**config.mk**
```make
export PLATFORM = sky130hd
export DESIGN_NAME = win_accum
export DESIGN_NICKNAME = d
export VERILOG_FILES = /design/src/rtl/win_accum_pkg.sv /design/src/rtl/win_accum_ram.sv /design/src/rtl/win_accum_window.sv /design/src/rtl/win_accum.sv
export SDC_FILE = /design/constraint.sdc
export NUM_CORES = 2
export LEC_CHECK = 0
export ABC_AREA = 1
export BUFFER_PORTS_ARGS = -buffer_cell sky130_fd_sc_hd__buf_2
export CAP_MARGIN = 40
export CORE_ASPECT_RATIO = 0.75
export CORE_MARGIN = 3
export CORE_UTILIZATION = 30
export DETAILED_ROUTE_END_ITERATION = 10
export PLACE_DENSITY = 0.48
export SLEW_MARGIN = 10
export SYNTH_ARGS = -nofsm -noshare
export SYNTH_HDL_FRONTEND = slang
export SYNTH_SLANG_ARGS = --single-unit
```
**constraint.sdc**
```tcl
create_clock -name clk_i -period 4.9 [get_ports clk_i]
set_input_delay 0.98 -clock clk_i [delete_from_list [all_inputs] [get_ports clk_i]]
set_output_delay 0.98 -clock clk_i [all_outputs]
set_load 0.005 [all_outputs]
```
**src/rtl/win_accum_pkg.sv**
```systemverilog
package win_accum_pkg;
  typedef enum logic [1:0] {ST_IDLE, ST_ACC, ST_FLUSH, ST_READY} acc_state_e;
endpackage

```
**src/rtl/win_accum_ram.sv**
```systemverilog
module win_accum_ram #(
  parameter int W     = 32,
  parameter int DEPTH = 64,
  parameter int AW    = $clog2(DEPTH)
) (
  input  logic          clk_i,
  input  logic          we_i,
  input  logic [AW-1:0] waddr_i,
  input  logic [W-1:0]  wdata_i,
  input  logic [AW-1:0] raddr_i,
  output logic [W-1:0]  rdata_o
);
  logic [W-1:0] mem [DEPTH];

  always_ff @(posedge clk_i) begin
    if (we_i) mem[waddr_i] <= wdata_i;
    rdata_o <= mem[raddr_i];
  end
endmodule

```
**src/rtl/win_accum_window.sv**
```systemverilog
module win_accum_window #(
  parameter int SAMPLE_W = 12,
  parameter int SUM_W    = 32,
  parameter int WIN_LEN  = 4,
  parameter int AW       = 6
) (
  input  logic                clk_i,
  input  logic                rst_ni,
  input  logic                clear_i,
  input  logic                en_i,
  input  logic                valid_i,
  input  logic [SAMPLE_W-1:0] data_i,
  input  logic [AW-1:0]       last_idx_i,
  output logic [SUM_W-1:0]    sum_o,
  output logic [AW-1:0]       addr_o,
  output logic                v_o,
  output logic                last_o
);
  localparam int PW = (WIN_LEN > 1) ? $clog2(WIN_LEN) : 1;

  logic [PW-1:0]    pos_q;
  logic [SUM_W-1:0] acc_q;
  logic [AW-1:0]    idx_q;
  logic [SUM_W-1:0] acc_next;

  assign acc_next = acc_q + SUM_W'(data_i);

  always_ff @(posedge clk_i or negedge rst_ni) begin
    if (!rst_ni) begin
      pos_q  <= '0;
      acc_q  <= '0;
      idx_q  <= '0;
      sum_o  <= '0;
      addr_o <= '0;
      v_o    <= 1'b0;
      last_o <= 1'b0;
    end else begin
      v_o <= 1'b0;
      if (clear_i) begin
        pos_q <= '0;
        acc_q <= '0;
        idx_q <= '0;
      end else if (en_i && valid_i) begin
        if (pos_q == PW'(WIN_LEN - 1)) begin
          sum_o  <= acc_next;
          addr_o <= idx_q;
          v_o    <= 1'b1;
          last_o <= (idx_q == last_idx_i);
          acc_q  <= '0;
          pos_q  <= '0;
          idx_q  <= (idx_q == last_idx_i) ? '0 : idx_q + 1'b1;
        end else begin
          acc_q <= acc_next;
          pos_q <= pos_q + 1'b1;
        end
      end
    end
  end

  // emissions are at least one window apart, so read-add-write never overlaps
  win_spacing_chk: assert property (@(posedge clk_i) disable iff (!rst_ni)
    v_o |=> !v_o);
endmodule

```
**src/rtl/win_accum.sv**
```systemverilog
module win_accum #(
  parameter int SAMPLE_W    = 12,
  parameter int SUM_W       = 32,
  parameter int MAX_SAMPLES = 256,
  parameter int WIN_LEN     = 4,
  parameter int BATCH_BYTES = 8,
  parameter int SEQ_W       = 16,
  parameter int CNT_W       = $clog2(MAX_SAMPLES + 1)
) (
  input  logic                clk_i,
  input  logic                rst_ni,
  input  logic                start_i,
  input  logic [CNT_W-1:0]    smp_count_i,
  input  logic [SEQ_W-1:0]    seq_count_i,
  input  logic                smp_valid_i,
  input  logic [SAMPLE_W-1:0] smp_data_i,
  output logic                ready_o,
  input  logic                batch_req_i,
  output logic                word_valid_o,
  output logic [SUM_W-1:0]    word_o,
  input  logic                finish_i
);
  import win_accum_pkg::*;

  localparam int WORDS = MAX_SAMPLES / WIN_LEN;
  localparam int AW    = $clog2(WORDS);
  localparam int BATCH = (BATCH_BYTES * 8) / SUM_W;
  localparam int BW    = $clog2(BATCH + 1);

  acc_state_e       state_q;
  logic [AW:0]      words_q;
  logic [SEQ_W-1:0] seq_total_q, seq_idx_q;
  logic [AW:0]      rd_ptr_q;
  logic [BW-1:0]    burst_q;
  logic             rvalid_q;

  logic             win_v, win_last;
  logic [SUM_W-1:0] win_sum;
  logic [AW-1:0]    win_addr, last_idx;

  logic             p_v, p_first;
  logic [AW-1:0]    p_addr;
  logic [SUM_W-1:0] p_sum;

  logic             mem_we;
  logic [SUM_W-1:0] mem_wdata, mem_rdata;
  logic [AW-1:0]    mem_raddr;
  logic             rd_en;
  logic [CNT_W-1:0] words_full;

  assign words_full = smp_count_i / CNT_W'(WIN_LEN);
  assign last_idx   = AW'(words_q - 1'b1);
  assign rd_en      = (state_q == ST_READY) && (burst_q != '0) && (rd_ptr_q < words_q);

  win_accum_window #(
    .SAMPLE_W(SAMPLE_W), .SUM_W(SUM_W), .WIN_LEN(WIN_LEN), .AW(AW)
  ) u_window (
    .clk_i      (clk_i),
    .rst_ni     (rst_ni),
    .clear_i    (start_i && (state_q == ST_IDLE)),
    .en_i       (state_q == ST_ACC),
    .valid_i    (smp_valid_i),
    .data_i     (smp_data_i),
    .last_idx_i (last_idx),
    .sum_o      (win_sum),
    .addr_o     (win_addr),
    .v_o        (win_v),
    .last_o     (win_last)
  );

  // read issued with the emission, add and write one cycle later
  assign mem_raddr = (state_q == ST_READY) ? rd_ptr_q[AW-1:0] : win_addr;
  assign mem_we    = p_v;
  assign mem_wdata = p_first ? p_sum : p_sum + mem_rdata;

  win_accum_ram #(.W(SUM_W), .DEPTH(WORDS), .AW(AW)) u_ram (
    .clk_i   (clk_i),
    .we_i    (mem_we),
    .waddr_i (p_addr),
    .wdata_i (mem_wdata),
    .raddr_i (mem_raddr),
    .rdata_o (mem_rdata)
  );

  always_ff @(posedge clk_i or negedge rst_ni) begin
    if (!rst_ni) begin
      p_v     <= 1'b0;
      p_first <= 1'b0;
      p_addr  <= '0;
      p_sum   <= '0;
    end else begin
      p_v     <= win_v;
      p_first <= (seq_idx_q == '0);
      p_addr  <= win_addr;
      p_sum   <= win_sum;
    end
  end

  always_ff @(posedge clk_i or negedge rst_ni) begin
    if (!rst_ni) begin
      state_q     <= ST_IDLE;
      words_q     <= '0;
      seq_total_q <= '0;
      seq_idx_q   <= '0;
      rd_ptr_q    <= '0;
      burst_q     <= '0;
      rvalid_q    <= 1'b0;
    end else begin
      rvalid_q <= rd_en;
      unique case (state_q)
        ST_IDLE: if (start_i) begin
          state_q     <= ST_ACC;
          words_q     <= words_full[AW:0];
          seq_total_q <= seq_count_i;
          seq_idx_q   <= '0;
          rd_ptr_q    <= '0;
          burst_q     <= '0;
        end
        ST_ACC: if (win_v && win_last) begin
          seq_idx_q <= seq_idx_q + 1'b1;
          if (seq_idx_q == seq_total_q - 1'b1) state_q <= ST_FLUSH;
        end
        ST_FLUSH: state_q <= ST_READY;
        ST_READY: begin
          if (finish_i) begin
            state_q <= ST_IDLE;
            burst_q <= '0;
          end else if (rd_en) begin
            rd_ptr_q <= rd_ptr_q + 1'b1;
            burst_q  <= burst_q - 1'b1;
          end else if (burst_q != '0) begin
            burst_q <= '0;
          end else if (batch_req_i) begin
            burst_q <= BW'(BATCH);
          end
        end
        default: state_q <= ST_IDLE;
      endcase
    end
  end

  assign ready_o      = (state_q == ST_READY);
  assign word_valid_o = rvalid_q;
  assign word_o       = mem_rdata;


  ready_after_write_chk: assert property (@(posedge clk_i) disable iff (!rst_ni)
    $rose(ready_o) |-> $past(mem_we));

  idle_no_write_chk: assert property (@(posedge clk_i) disable iff (!rst_ni)
    mem_we |-> (state_q == ST_ACC || state_q == ST_FLUSH));

  word_in_ready_chk: assert property (@(posedge clk_i) disable iff (!rst_ni)
    word_valid_o |-> $past(state_q == ST_READY));

  win_addr_range_chk: assert property (@(posedge clk_i) disable iff (!rst_ni)
    win_v |-> ({1'b0, win_addr} < words_q));
endmodule

```
==> impl_metrics.py <==
metrics = {
    "power": {
        "power_mw": 72.6,
        "power_switching_mw": 31.4,
        "intPower_mw": 41.1,
        "power_frac_comb_pct": 42.7,
        "netSwitchingFraction_pct": 43.3,
        "leakage_nw": 38.9,
        "power_frac_seq_pct": 34.6,
        "ir_drop_mv": 0.876,
        "pwr-share-clk_pct": 22.7,
        "power.density_mw_per_mm2": 676,
    },
    "sta": {
        "fin_crit_ns": 4.04,
        "timing.fmax_mhz": 248,
        "finalHoldViolCount": 0,
        "finalMaxSlewViolations": 0,
        "fin_hold_ws_ns": 0.292,
        "rsz0062_at_grt": "false",
        "max_slew_margin_pct": 36.5,
        "finClkSkew_ns": 0.0979,
        "tightest_slew_ns": 0.953,
        "setup_ws_ns": 0.864,
        "finalCritPeriodShare_pct": 82.4,
        "setup_viol": 0,
        "fin_tns_setup_ns": 0,
    },
    "setup_path": {
        "crit_fanout": 26,
        "cp.buffers_inverters": 2,
        "max_stage_delay_ns": 0.60,
        "cp_data_arrival_time_ns": 4.69,
        "crit_family": "simple AND/OR/NAND/NOR gates",
        "cp-start-kind": "flip-flop",
        "worstPathRequired_ns": 5.56,
        "crit_type": "flip-flop to flip-flop",
        "critPathMostFrequentCell": "nand2_1",
        "cp_cell_sequence": "ha_1, inv_1, fa_1, o21ai_0, nand2_1, nand2_1, nand3_1, nand2_1, nand3_1, nand2_1, nor2_1, nand3b_1, nand2_2, buf_4",
        "end_kind": "flip-flop",
        "cp_slowest_cell": "nand2_2",
    },
    "placement": {
        "preCtsSetupSlack_ns": 0.897,
        "gp_congestion": 0.871,
        "dp_cells": 12162,
        "portBuffers": 74,
        "dp_hpwl_mm": 180,
    },
    "global_route": {
        "grt_usage_pct": 18.2,
        "grt_start_max_net_pins": 152,
        "antenna_found_initial": 16,
        "grt_pass1_vias": 59226,
        "grt_first_pass_wirelength_mm": 429,
        "overflow": 0,
    },
    "flow_run": {
        "maxCapViolCount": 0,
    },
    "route": {
        "dr.pass1.iters": 6,
        "drc": 0,
        "vias": 63339,
        "drt.antenna.violating_nets": 0,
        "viasPerCell": 5.04,
        "drtIter0Drc": 6758,
        "routed_wl_mm": 298,
        "wl_per_cell_um": 23.7,
    },
    "floorplanning": {
        "rows": 176,
        "core_mm2": 0.309,
        "die_area_mm2": 0.319,
        "initial_core_util_pct": 30.3,
        "die_w_um": 651,
        "ios": 77,
        "die_y_um": 490,
    },
    "synthesis": {
        "postSynthCellCount": 8209,
        "synth.area.mux_share_pct": 0,
        "synth_fa_ha_area_share_pct": 0.871,
        "synthXorXnorAreaFrac_pct": 0.486,
        "syn-cell-area_mm2": 0.0936,
        "postSynthAreaPerCell_um2": 11.4,
        "synth_enable_flop_cells": 2048,
        "yosysWarnings": 0,
        "synth_compound_area_share_pct": 5.01,
        "yosysSeqAreaShare_pct": 70.9,
        "yosys.area_share.simple_pct": 19.0,
        "syn_nets": 8316,
        "synth_flop_cell": "edfxtp_1",
        "async_reset_ff_share_pct": 7.60,
        "synth_top_family_by_area": "simple AND/OR/NAND/NOR gates",
        "ys_types": 39,
        "synth_seq_cells": 2251,
    },
    "layout": {
        "multiInputGateArea_mm2": 0.0245,
        "nFillCells": 30295,
        "final_net_count": 8402,
        "syn2layout_area_growth_pct": 14.6,
        "finalNonFillerCells": 12573,
        "drive_gt1_share_pct": 9.15,
        "regArea_mm2": 0.0664,
    },
    "clocking": {
        "h-tree-depth": 4,
        "clock_latency_ns": 0.90,
        "cts_tree": "done",
        "clkSinkCount": 2251,
        "ctsLongestPathBuffers": 4,
        "cts-root-buf": "clkbuf_16",
        "path_clk_slew_ns": 0.07,
        "cts-buffers-inserted": 219,
    },
    "run_status": {
        "status": "finished clean",
    },
    "min_path": {
        "hold_path_class": "input port to flip-flop",
    },
}
[kinds of logic (layout without fill, tap and decap cells)]
family                     Yosys count  count (layout)
AOI/OAI and AO/OA                  861             861
DFF                               2251            2251
xor gates and xnor gates            52              52
and+or+nand+nor                   4187            4187
other                                0               7
adders and majority gates           64              64
buffers and inverters              794            1057
[cell usage after synthesis (4+ instances only)]
| master | number | area share (%) |
|---|---|---|
| nand2_1 | 2273 | 9.1 |
| edfxtp_1 | 2048 | 66 |
| nand3_1 | 1482 | 7.9 |
| o21ai_0 | 437 | 2.3 |
| nor2_1 | 327 | 1.3 |
| inv_1 | 314 | 1.3 |
| buf_2 | 270 | 1.4 |
| a21oi_1 | 206 | 1.1 |
| dfrtp_1 | 171 | 4.6 |
| clkbuf_1 | 158 | 0.63 |
| o211ai_1 | 99 | 0.79 |
| ha_1 | 62 | 0.83 |
| o21ai_1 | 48 | 0.26 |
| o22ai_1 | 39 | 0.26 |
| xor2_1 | 33 | 0.31 |
| dfxtp_1 | 32 | 0.68 |
| nor3_1 | 30 | 0.16 |
| nand4_1 | 29 | 0.19 |
| buf_1 | 23 | 0.092 |
| or2_2 | 19 | 0.13 |
| xnor2_1 | 19 | 0.18 |
| nor4_1 | 18 | 0.12 |
| buf_4 | 11 | 0.088 |
| buf_6 | 11 | 0.13 |
| nand3b_1 | 7 | 0.056 |
| o21a_1 | 7 | 0.056 |
| a21o_1 | 5 | 0.040 |
| a31oi_1 | 5 | 0.033 |
| o21bai_1 | 5 | 0.040 |
| inv_2 | 4 | 0.016 |
[area by class of cell]
cell class	instances	area share, %
flip-flops and latches	2251	61.9
multi-input cells	5164	22.8
clock buffers	263	5.36
well taps	4094	4.77
repair buffers	338	3.07
inverters	321	1.15
clock inverters	135	0.962
diodes	7	0.0163
[cell usage in the layout (no fill, tap or decap), drive strengths merged, types with 10 or more instances in the layout]
master and n:
o21ai 488, dfrtp 171, clkbuf 263, nand4 29
xnor2 19, clkinvlp 10, o22ai 39, nor3 30
a21oi 206, inv 324, edfxtp 2048, nand2 2273
buf 337, clkinv 108, ha 62, o211ai 99
xor2 33, dfxtp 32, nor2 328, nand3 1482
nor4 18, or2 19, bufinv 14
[stage by stage]
step,util [%],instance area [µm²]
global placement,32.4,100000
floorplan,-,93600
detailed placement,32.5,100000
finish,34.8,107000
CTS,34.7,107000
global route,34.8,107000
[per-layer routing]
layer | global-route usage [%] | vias up | wire, µm
li1 | - | 29151 | -
met1 | 27.1 | 31871 | 139000
met2 | 27.7 | 1978 | 131000
met3 | 3.29 | 339 | 21000
met4 | 4.01 | 0 | 6570
met5 | 0 | - | 0
[flip-flops by register name (all words and copies together), names as in the netlist, 6 cells and up]
register,flops
rd_ptr_q,7
u_window.idx_q,6
seq_total_q,16
u_window.addr_o,6
words_q,7
u_window.sum_o,32
u_ram.rdata_o,32
p_addr,6
seq_idx_q,16
p_sum,32
u_window.acc_q,32
u_ram.mem,2048
[what timing repair did]
| item | CTS | global route |
|---|---|---|
| resized for setup | 0 | 0 |
| buffers inserted | 0 | 0 |
| endpoints found under the hold margin | 0 | 2 |
| hold buffers | 0 | 1 |
[worst paths after layout]
check,start,to,slack [ns],cells past startpoint
max,u_ram.rdata_o[0],u_ram.mem[0][22],0.86,14
min,smp_count_i[3],words_q[1],0.29,3
max reg2reg,u_ram.rdata_o[0],u_ram.mem[0][22],0.86,14
min reg2reg,u_window.addr_o[1],p_addr[1],0.37,0
max in group asynchronous,rst_ni,p_first,3.39,4
min in group asynchronous,rst_ni,u_window.acc_q[25],0.49,2
[power groups by stage]
stage | logic [mW] | registers [mW] | clock network, mW
finish | 31.0 | 25.1 | 16.5
global route | 33.7 | 25.1 | 17.7
CTS | 30.9 | 25.1 | 16.9
detailed placement | 30.8 | 25.5 | 0
global placement | 30.4 | 25.6 | 0
floorplan | 17.0 | 25.4 | 0
[worst register-to-register path, delay by kind of cell (launching register included)]
kind | cells | cell delay (ns)
AOI/OAI and AO/OA | 1 | 0.48
DFF | 1 | 0.54
adders and majority gates | 2 | 0.65
buffers and inverters | 2 | 0.52
and+or+nand+nor | 9 | 1.60
Power figures use the tool's default switching activity.
